$ cat src/rtl/ehm_pkg.sv
// Package: shared indices for the health monitor's failure event and flag vectors.
// Assumes: every detector reports a one-cycle event at a fixed index.
package ehm_pkg;
    localparam int FAIL_MONO  = 0;
    localparam int FAIL_LONG  = 1;
    localparam int FAIL_NOISE = 2;
    localparam int FAIL_STUCK = 3;
    localparam int NUM_FAIL   = 4;
endpackage

$ cat src/rtl/ehm_monobit.sv
// Module: frames accepted bits into blocks of BLOCK_BITS and pulses bad_evt
// when a finished block's ones count is not strictly between LO and HI.
// Assumes: LO < HI <= BLOCK_BITS, BLOCK_BITS >= 2.
module ehm_monobit #(
    parameter int BLOCK_BITS = 20000,
    parameter int LO         = 9655,
    parameter int HI         = 10345
) (
    input  logic clk,
    input  logic rst_n,
    input  logic bit_valid,
    input  logic bit_in,
    output logic bad_evt
);
    localparam int IW = $clog2(BLOCK_BITS);
    localparam int OW = $clog2(BLOCK_BITS + 1);
    localparam logic [IW-1:0] LAST_IDX = IW'(BLOCK_BITS - 1);
    localparam logic [OW-1:0] LO_V     = OW'(LO);
    localparam logic [OW-1:0] HI_V     = OW'(HI);

    logic [IW-1:0] idx;
    logic [OW-1:0] ones;
    logic [OW-1:0] ones_nx;
    logic          blk_end;

    // Next ones count and block-end detection for the bit accepted this cycle.
    always_comb begin
        ones_nx = ones + OW'(bit_in);
        blk_end = bit_valid && (idx == LAST_IDX);
        bad_evt = blk_end && ((ones_nx <= LO_V) || (ones_nx >= HI_V));
    end

    // Bit position and ones count within the current block.
    always_ff @(posedge clk) begin
        if (!rst_n) begin
            idx  <= '0;
            ones <= '0;
        end else if (bit_valid) begin
            if (blk_end) begin
                idx  <= '0;
                ones <= '0;
            end else begin
                idx  <= idx + 1'b1;
                ones <= ones_nx;
            end
        end
    end
endmodule

$ cat src/rtl/ehm_runlen.sv
// Module: one run-length counter over accepted bits, with two threshold events.
// Assumes: 1 <= LONG_RUN <= NOISE_RUN; runs continue across block boundaries.
module ehm_runlen #(
    parameter int LONG_RUN  = 34,
    parameter int NOISE_RUN = 48
) (
    input  logic clk,
    input  logic rst_n,
    input  logic bit_valid,
    input  logic bit_in,
    output logic long_evt,
    output logic noise_evt
);
    localparam int RUN_MAX = (NOISE_RUN > LONG_RUN) ? NOISE_RUN : LONG_RUN;
    localparam int RW      = $clog2(RUN_MAX + 1);
    localparam logic [RW-1:0] MAX_V   = RW'(RUN_MAX);
    localparam logic [RW-1:0] LONG_V  = RW'(LONG_RUN);
    localparam logic [RW-1:0] NOISE_V = RW'(NOISE_RUN);

    logic [RW-1:0] run;
    logic [RW-1:0] run_nx;
    logic          last_bit;
    logic          have_bit;

    // Run length after the current bit, saturating at the largest threshold.
    always_comb begin
        if (!have_bit || (bit_in != last_bit))
            run_nx = RW'(1);
        else if (run == MAX_V)
            run_nx = run;
        else
            run_nx = run + 1'b1;
        long_evt  = bit_valid && (run_nx >= LONG_V);
        noise_evt = bit_valid && (run_nx >= NOISE_V);
    end

    // Run length and the value of the last accepted bit.
    always_ff @(posedge clk) begin
        if (!rst_n) begin
            run      <= '0;
            last_bit <= 1'b0;
            have_bit <= 1'b0;
        end else if (bit_valid) begin
            run      <= run_nx;
            last_bit <= bit_in;
            have_bit <= 1'b1;
        end
    end
endmodule

$ cat src/rtl/ehm_stuck.sv
// Module: pulses rep_evt when an accepted word equals the previously accepted word.
// Assumes: the first word after reset has no predecessor and is never compared.
module ehm_stuck #(
    parameter int WORD_W = 128
) (
    input  logic              clk,
    input  logic              rst_n,
    input  logic              word_valid,
    input  logic [WORD_W-1:0] word_in,
    output logic              rep_evt
);
    logic [WORD_W-1:0] prev;
    logic              have_prev;

    // Repeat detection against the stored predecessor.
    always_comb rep_evt = word_valid && have_prev && (word_in == prev);

    // Holds the last accepted word.
    always_ff @(posedge clk) begin
        if (!rst_n) begin
            prev      <= '0;
            have_prev <= 1'b0;
        end else if (word_valid) begin
            prev      <= word_in;
            have_prev <= 1'b1;
        end
    end
endmodule

$ cat src/rtl/ehm_sticky.sv
// Module: one sticky flag; a set event outranks a clear at the same edge.
// Assumes: set and clr are sampled once per clock.
module ehm_sticky (
    input  logic clk,
    input  logic rst_n,
    input  logic set,
    input  logic clr,
    output logic flag
);
    // Set-dominant sticky latch of a failure event.
    always_ff @(posedge clk) begin
        if (!rst_n)   flag <= 1'b0;
        else if (set) flag <= 1'b1;
        else if (clr) flag <= 1'b0;
    end
endmodule

$ cat src/rtl/entropy_health_mon.sv
// Module: top of the online health monitor; four detectors feed four sticky flags.
// Assumes: MONO_LO < MONO_HI <= BLOCK_BITS and LONG_RUN <= NOISE_RUN.
module entropy_health_mon #(
    parameter int BLOCK_BITS = 20000,
    parameter int MONO_LO    = 9655,
    parameter int MONO_HI    = 10345,
    parameter int LONG_RUN   = 34,
    parameter int NOISE_RUN  = 48,
    parameter int WORD_W     = 128
) (
    input  logic              clk,
    input  logic              rst_n,
    input  logic              bit_valid,
    input  logic              bit_in,
    input  logic              word_valid,
    input  logic [WORD_W-1:0] word_in,
    input  logic              clear,
    output logic              fail_mono,
    output logic              fail_long,
    output logic              fail_noise,
    output logic              fail_stuck
);
    import ehm_pkg::*;

    logic [NUM_FAIL-1:0] evt;
    logic [NUM_FAIL-1:0] flags;

    ehm_monobit #(.BLOCK_BITS(BLOCK_BITS), .LO(MONO_LO), .HI(MONO_HI)) u_mono (
        .clk(clk), .rst_n(rst_n), .bit_valid(bit_valid), .bit_in(bit_in),
        .bad_evt(evt[FAIL_MONO])
    );

    ehm_runlen #(.LONG_RUN(LONG_RUN), .NOISE_RUN(NOISE_RUN)) u_run (
        .clk(clk), .rst_n(rst_n), .bit_valid(bit_valid), .bit_in(bit_in),
        .long_evt(evt[FAIL_LONG]), .noise_evt(evt[FAIL_NOISE])
    );

    ehm_stuck #(.WORD_W(WORD_W)) u_stuck (
        .clk(clk), .rst_n(rst_n), .word_valid(word_valid), .word_in(word_in),
        .rep_evt(evt[FAIL_STUCK])
    );

    for (genvar g = 0; g < NUM_FAIL; g++) begin : g_flag
        ehm_sticky u_flag (
            .clk(clk), .rst_n(rst_n), .set(evt[g]), .clr(clear), .flag(flags[g])
        );
    end

    assign fail_mono  = flags[FAIL_MONO];
    assign fail_long  = flags[FAIL_LONG];
    assign fail_noise = flags[FAIL_NOISE];
    assign fail_stuck = flags[FAIL_STUCK];
endmodule

$ cat config.mk
export PLATFORM = sky130hd
export DESIGN_NAME = entropy_health_mon
export DESIGN_NICKNAME = d
export VERILOG_FILES = /design/src/rtl/ehm_pkg.sv /design/src/rtl/ehm_monobit.sv /design/src/rtl/ehm_runlen.sv /design/src/rtl/ehm_stuck.sv /design/src/rtl/ehm_sticky.sv /design/src/rtl/entropy_health_mon.sv
export SDC_FILE = /design/constraint.sdc
export NUM_CORES = 1
export LEC_CHECK = 0
export BUFFER_PORTS_ARGS = -buffer_cell sky130_fd_sc_hd__clkbuf_2
export CAP_MARGIN = 15
export CORE_ASPECT_RATIO = 0.6
export CORE_MARGIN = 5
export CORE_UTILIZATION = 40
export CTS_BUF_LIST = sky130_fd_sc_hd__clkbuf_8 sky130_fd_sc_hd__clkbuf_16
export CTS_CLUSTER_SIZE = 20
export DETAILED_ROUTE_END_ITERATION = 6
export GPL_TIMING_DRIVEN = 0
export HOLD_SLACK_MARGIN = 0.03
export PLACE_DENSITY = 0.62
export SLEW_MARGIN = 0
export SYNTH_ARGS = -nofsm -noshare
export SYNTH_HDL_FRONTEND = slang
export SYNTH_SLANG_ARGS = --single-unit
$ cat constraint.sdc
create_clock -name clk -period 2.4 [get_ports clk]
set_input_delay 0.12 -clock clk [delete_from_list [all_inputs] [get_ports clk]]
set_output_delay 0.12 -clock clk [all_outputs]
set_load 0.05 [all_outputs]
==> flow_summary.json, run 1 <==
{
  "ys.flop_type": "dfxtp_1",
  "fmax_mhz": 439.1,
  "via_count": 7878,
  "power_density_nw_per_um2": 588.7,
  "grt_pass1_vias": 7615,
  "synthDistinctLibCells": 55,
  "arrival_ns": 2.66,
  "async_flop_share_pct": 0,
  "antenna_found_initial": 3,
  "fin_crit_sh_pct": 94.89,
  "via_per_inst": 5.119,
  "yosys-top-cells-area": "dfxtp_1 39%, mux2i_1 15%, nor2b_1 10%",
  "whs_endpoint": "u_stuck.prev[127]$_SDFFE_PN0P_",
  "postRouteAntennaNets": 0,
  "worstMarginPinSlew_ns": 1.117,
  "criticalPathCategory": "primary input to flip-flop",
  "firstDrtPassIters": 5,
  "reg2reg_to": "g_flag[3].u_flag.flag$_SDFFE_PN0P_",
  "numPortBuffers": 134,
  "fin_crit_ns": 2.277,
  "p_leak_nw": 4.895,
  "die-height_microns": 125.2,
  "grt_start_max_net_pins": 17,
  "synthesis.area_sq_um": 8853,
  "antenna_cells": 0,
  "die-area_sq_um": 25310,
  "die-width_microns": 202.1,
  "cap_violations": 0,
  "area_delta_synth_final_pct": 33.03,
  "hold_viol": 0,
  "peakVddDrop_uv": 570.6,
  "cp-end-kind": "flip-flop",
  "rr_startpoint": "u_stuck.prev[74]$_SDFFE_PN0P_",
  "ys_seq_area_share_pct": 38.67,
  "pin_count": 138,
  "synth_top_area_share_pct": 38.67,
  "startpoint_type": "primary input",
  "grt_util_all_layers_pct": 21.69,
  "drc_errors": 0,
  "fin_nets": 1380,
  "clk_path_buf_depth": 2,
  "overflow": 0,
  "synth_fp_nets": 1103,
  "relSlewSlack_pct": 25.57,
  "insertion_delay_ns": 0.43,
  "postSynthAreaPerCell_sq_um": 9.194,
  "tns_ns": 0,
  "place_congestion": 0.9420,
  "synth_edf_count": 0,
  "cts_num_sinks": 171,
  "hp-start": "word_in[127]",
  "core-area_sq_um": 21910,
  "yosysWarningCount": 0,
  "synth_commonest_cells": "171 x dfxtp_1, 142 x nor2b_1, 129 x mux2i_1",
  "finalWorstSetupSlack_ns": 0.1227,
  "cp_data_required_time_ns": 2.78,
  "tritoncts": "done",
  "initial_core_util_pct": 40.40,
  "dpl_worst_slack_ns": -0.1482,
  "rrSetupSlack_ns": 0.14,
  "crit_fanout": 2,
  "wl_microns": 27760,
  "holdCritPathClass": "primary input to flip-flop",
  "std_cell_rows": 42,
  "rsz0062_at_grt": "false",
  "reg2reg_depth": 7,
  "clockRootBuffer": "clkbuf_16",
  "syn_inst": 963,
  "status": "complete, no violations",
  "drive_gt1_share_pct": 15.00,
  "layout.cells.non_filler": 1539,
  "htreeDepth": 4,
  "holdPathStages": 3,
  "synth-seq-cells": 171,
  "grt_pass1_wl_microns": 42830,
  "dp.cells": 1383,
  "setup_violations": 0,
  "fin_skew_ns": 0.01182,
  "hpwl_microns": 19950,
  "synth_top_area_cell": "dfxtp_1",
  "drt_iter0_markers": 647,
  "slew_viol_final": 0,
  "synthMostInstantiatedCell": "dfxtp_1",
  "wl_per_cell_microns": 18.04,
  "clkTransAtPathRegs_ns": 0.07,
  "cts_inserted_buffers": 17
}
[metal layers]
layer / global-route usage [%] / share of wire (%) / routed length, microns
met3: 4.814 / 7.3 / 2037
met2: 30.90 / 40 / 10970
met1: 33.40 / 52 / 14410
met5: 0 / 0.025 / 7
met4: 4.498 / 1.2 / 338
[area by class of cell]
cell class,count,area [sq um]
buffer,49,193.9
sequential,171,3423
multi-input combinational,691,5097
fill,1974,10140
tap,286,357.8
timing repair buffer,259,1922
clock inverter,15,166.4
clock buffer,17,425.4
inverter,51,191.4
[registers in the layout, indices dropped and copies added, names as in the netlist]
name,cells
u_stuck.prev,128
u_mono.idx,15
u_mono.ones,15
u_run.run,6
g_flag.u_flag.flag,4
u_run.have_bit,1
u_run.last_bit,1
u_stuck.have_prev,1
[timing repair]
item                       4_1_cts  5_1_grt
resized for setup                3        8
hold endpoints to repair       125        0
setup buffers                    0        0
hold buffers                   125        0
pin swaps                        0        0
setup endpoints to repair        2        3
[per-stage QoR]
step | util [%] | hold WS, ns | area [sq um] | total power, mW
finish | 53.75 | 0.05518 | 11780 | 6.933
global route | 53.75 | 0.04861 | 11780 | 7.202
CTS | 53.57 | 0.03462 | 11740 | 6.956
detailed placement | 45.10 | 0.4147 | 9882 | 3.998
global placement | 45.10 | 0.3999 | 9882 | 3.989
floorplan | - | 0.2894 | 8853 | 3.642
[cell families (layout without fill, tap and decap cells)]
group                      Yosys count  after routing  share of synthesized area, %
AOI/OAI and AO/OA                  118            118                         9.398
xor gates and xnor gates           105            105                         10.39
adders and majority gates            6              6                        0.8479
buffers and inverters              101            391                         4.395
DFF                                171            171                         38.67
muxes                              129            129                         14.58
and+or+nand+nor                    333            333                         21.72
[cell usage in the layout (no fill, tap or decap), drive strengths merged, types with 5 or more instances in the layout]
master	Yosys	layout
clkbuf	30	180
mux2i	129	129
and2	6	6
nor3	13	13
o2bb2ai	18	18
a21boi	13	13
nor2b	142	142
a221oi	7	7
o22ai	19	19
nand4b	7	7
nand2	39	39
a22o	6	6
dlygate4sd3	0	125
xnor2	60	60
xor2	45	45
nand4	23	23
inv	49	53
and3	10	10
buf	20	20
nand2b	7	7
nor2	36	36
dfxtp	171	171
a21oi	17	17
clkinvlp	0	5
o21a	5	5
clkinv	2	6
nor4	18	18
ha	6	6
nand3	19	19
o21ai	16	16
[worst max-delay path by stage]
| stage | end | start | cells after the start | slack, ns |
|---|---|---|---|---|
| after global routing | g_flag[3].u_flag.flag$_SDFFE_PN0P_ | word_in[75] | 9 | 0.03 |
| after CTS | g_flag[0].u_flag.flag$_SDFFE_PN0P_ | u_mono.ones[0]$_SDFFE_PN0P_ | 10 | 0.008 |
| after floorplan | g_flag[0].u_flag.flag$_SDFFE_PN0P_ | u_mono.ones[0]$_SDFFE_PN0P_ | 10 | 0.37 |
| after detailed placement | g_flag[3].u_flag.flag$_SDFFE_PN0P_ | u_stuck.prev[74]$_SDFFE_PN0P_ | 7 | -0.15 |
| final | g_flag[3].u_flag.flag$_SDFFE_PN0P_ | word_in[74] | 9 | 0.12 |
| after global placement | g_flag[3].u_flag.flag$_SDFFE_PN0P_ | u_stuck.prev[74]$_SDFFE_PN0P_ | 7 | -0.13 |
[critical path: stages]
cell           delay, ns
dlygate4sd3_1       0.54
clkbuf_2            0.12
xnor2_1             0.17
nand4_1             0.17
nor4_2              0.42
nand4_1             0.12
or4_1               0.48
nor4_4              0.36
o21a_1              0.15
[power by group]
| group | total [mW] | leakage, nW | switching (mW) | internal (mW) |
|---|---|---|---|---|
| Sequential | 3.07 | 1.41 | 0.0922 | 2.97 |
| Clock | 2.81 | 0.274 | 1.26 | 1.55 |
| Combinational | 1.06 | 3.21 | 0.519 | 0.538 |
| Total | 6.93 | 4.89 | 1.87 | 5.07 |
Note: power is estimated with default switching activity, not from simulation.
==> inputs of run 2 (changes only) <==
Settings changed: CORE_MARGIN 5 to 2.
==> flow_summary.json, run 2 (synthesis gave the netlist of run 1 again) <==
{
  "top_layer": "met4",
  "via_per_inst": 5.050,
  "die-height_microns": 119.2,
  "met2WireLength_microns": 11050,
  "final_util_pct": 53.61,
  "finalWorstSetupSlack_ns": -0.009653,
  "wl_per_cell_microns": 17.89,
  "slew_viol_final": 0,
  "status": "finished with violations",
  "cpPeakStageDelay_ns": 0.87,
  "grt_pass1_vias": 7345,
  "dp.cells": 1383,
  "insertion_delay_ns": 0.43,
  "tritoncts": "done",
  "post_dp_cell_area_sq_um": 9882,
  "violations": "setup timing",
  "pin_count": 138,
  "antenna_cells": 0,
  "whs_endpoint": "u_stuck.prev[54]$_SDFFE_PN0P_",
  "worstMarginPinSlew_ns": 1.113,
  "grt_util_all_layers_pct": 23.57,
  "crit_fanout": 2,
  "power_density_nw_per_um2": 590.5,
  "n_fill_cell": 1988,
  "postRouteAntennaNets": 0,
  "hp-start": "word_in[54]",
  "reg_top3": "u_stuck.prev: 128 flops, u_mono.idx: 15 flops, u_mono.ones: 15 flops",
  "final_common_cell": "dfxtp_1",
  "largest-register": "u_stuck.prev",
  "cp_data_required_time_ns": 2.78,
  "fin_area_sq_um": 11720,
  "tns_ns": -0.009653,
  "htreeDepth": 4,
  "numPortBuffers": 134,
  "cts_num_sinks": 171,
  "holdCritPathClass": "primary input to flip-flop",
  "reg2reg_depth": 6,
  "core-area_sq_um": 21860,
  "antenna_found_initial": 2,
  "drive_gt1_share_pct": 15.00,
  "timing.hold.ws_ns": 0.02762,
  "wl_microns": 27430,
  "criticalPathCategory": "primary input to flip-flop",
  "rrSetupSlack_ns": 0.05,
  "hpwl_microns": 19960,
  "relSlewSlack_pct": 25.82,
  "hold_viol": 0,
  "fmax_mhz": 415.0,
  "startpoint_type": "primary input",
  "area_delta_synth_final_pct": 32.36,
  "setup_violations": 1,
  "initial_core_util_pct": 40.50,
  "rr_startpoint": "u_stuck.prev[89]$_SDFFE_PN0P_",
  "crit_chain": "dlygate4sd3_1, clkbuf_2, inv_1, o22ai_1, nor4_1, nand4_1, nor4_2, o21a_1",
  "grt_pass1_wl_microns": 41410,
  "clk_path_buf_depth": 2,
  "die-area_sq_um": 23380,
  "clockRootBuffer": "clkbuf_16",
  "fin_skew_ns": 0.01045,
  "std_cell_rows": 42,
  "drt_iter0_markers": 529,
  "die-width_microns": 196.1,
  "power_mw": 6.920,
  "cts_inserted_buffers": 17,
  "drc_errors": 0,
  "layout_common_cells": "171 x dfxtp_1, 142 x nor2b_1, 134 x clkbuf_2",
  "grt_start_max_net_pins": 17,
  "arrival_ns": 2.79,
  "fin_nets": 1374,
  "largest_register_ffs": 128,
  "peakVddDrop_uv": 594.2,
  "wl_met1_microns": 14260,
  "firstDrtPassIters": 6,
  "p_leak_nw": 4.878,
  "via_count": 7741,
  "fin_crit_ns": 2.410,
  "fin_crit_sh_pct": 100.4,
  "cp-end-kind": "flip-flop",
  "slowest_stage": "nor4_1",
  "dpl_worst_slack_ns": -0.1408,
  "layout.cells.non_filler": 1533,
  "cap_violations": 0,
  "reg2reg_to": "g_flag[3].u_flag.flag$_SDFFE_PN0P_",
  "overflow": 0,
  "holdPathStages": 3,
  "routed-wl-met3_microns": 1846,
  "rsz0062_at_grt": "false",
  "place_congestion": 0.9226,
  "clkTransAtPathRegs_ns": 0.07
}
[run 2: final cells by class]
type                       count  area [sq um]  share of cell area [%]
inverter                      51         191.4                   1.634
timing repair buffer         253          1859                   15.87
clock buffer                  17         425.4                   3.630
clock inverter                15         165.2                   1.409
tap                          286         357.8                   3.054
buffer                        49         193.9                   1.655
sequential                   171          3423                   29.21
multi-input combinational    691          5102                   43.54
[run 2: worst max-delay path, delay by kind of cell]
kind            cells  cell delay, ns
simple gates        3            1.64
buf+inv             3            0.75
compound gates      2            0.26
[run 2: what timing repair did]
action	in CTS	in global routing
gates resized for setup	4	8
buffers inserted	0	1
pin swaps	0	1
endpoints found under the hold margin	118	0
hold buffers	118	0
endpoints found under the setup margin	2	3
[run 2: power by group]
part | internal, mW | switching, mW
Combinational | 0.530 | 0.516
Clock | 1.55 | 1.25
Sequential | 2.97 | 0.0945
Total | 5.06 | 1.86
[run 2: worst max path at each step]
stage / from / end / slack, ns / cells past startpoint
2_1_floorplan: u_mono.ones[0]$_SDFFE_PN0P_ / g_flag[0].u_flag.flag$_SDFFE_PN0P_ / 0.37 / 10
3_3_place_gp: u_stuck.prev[58]$_SDFFE_PN0P_ / g_flag[3].u_flag.flag$_SDFFE_PN0P_ / -0.14 / 7
3_5_place_dp: u_stuck.prev[58]$_SDFFE_PN0P_ / g_flag[3].u_flag.flag$_SDFFE_PN0P_ / -0.14 / 7
4_1_cts: u_mono.ones[0]$_SDFFE_PN0P_ / g_flag[0].u_flag.flag$_SDFFE_PN0P_ / 0.02 / 9
5_1_grt: word_in[74] / g_flag[3].u_flag.flag$_SDFFE_PN0P_ / 0.007 / 9
6_report: word_in[68] / g_flag[3].u_flag.flag$_SDFFE_PN0P_ / -0.01 / 8
[run 2: per-layer routing]
metal / vias up / global-route usage [%]
met5: - / 0
met4: 0 / 4.498
met3: 21 / 5.296
met2: 225 / 33.76
met1: 3630 / 35.89
li1: 3865 / -
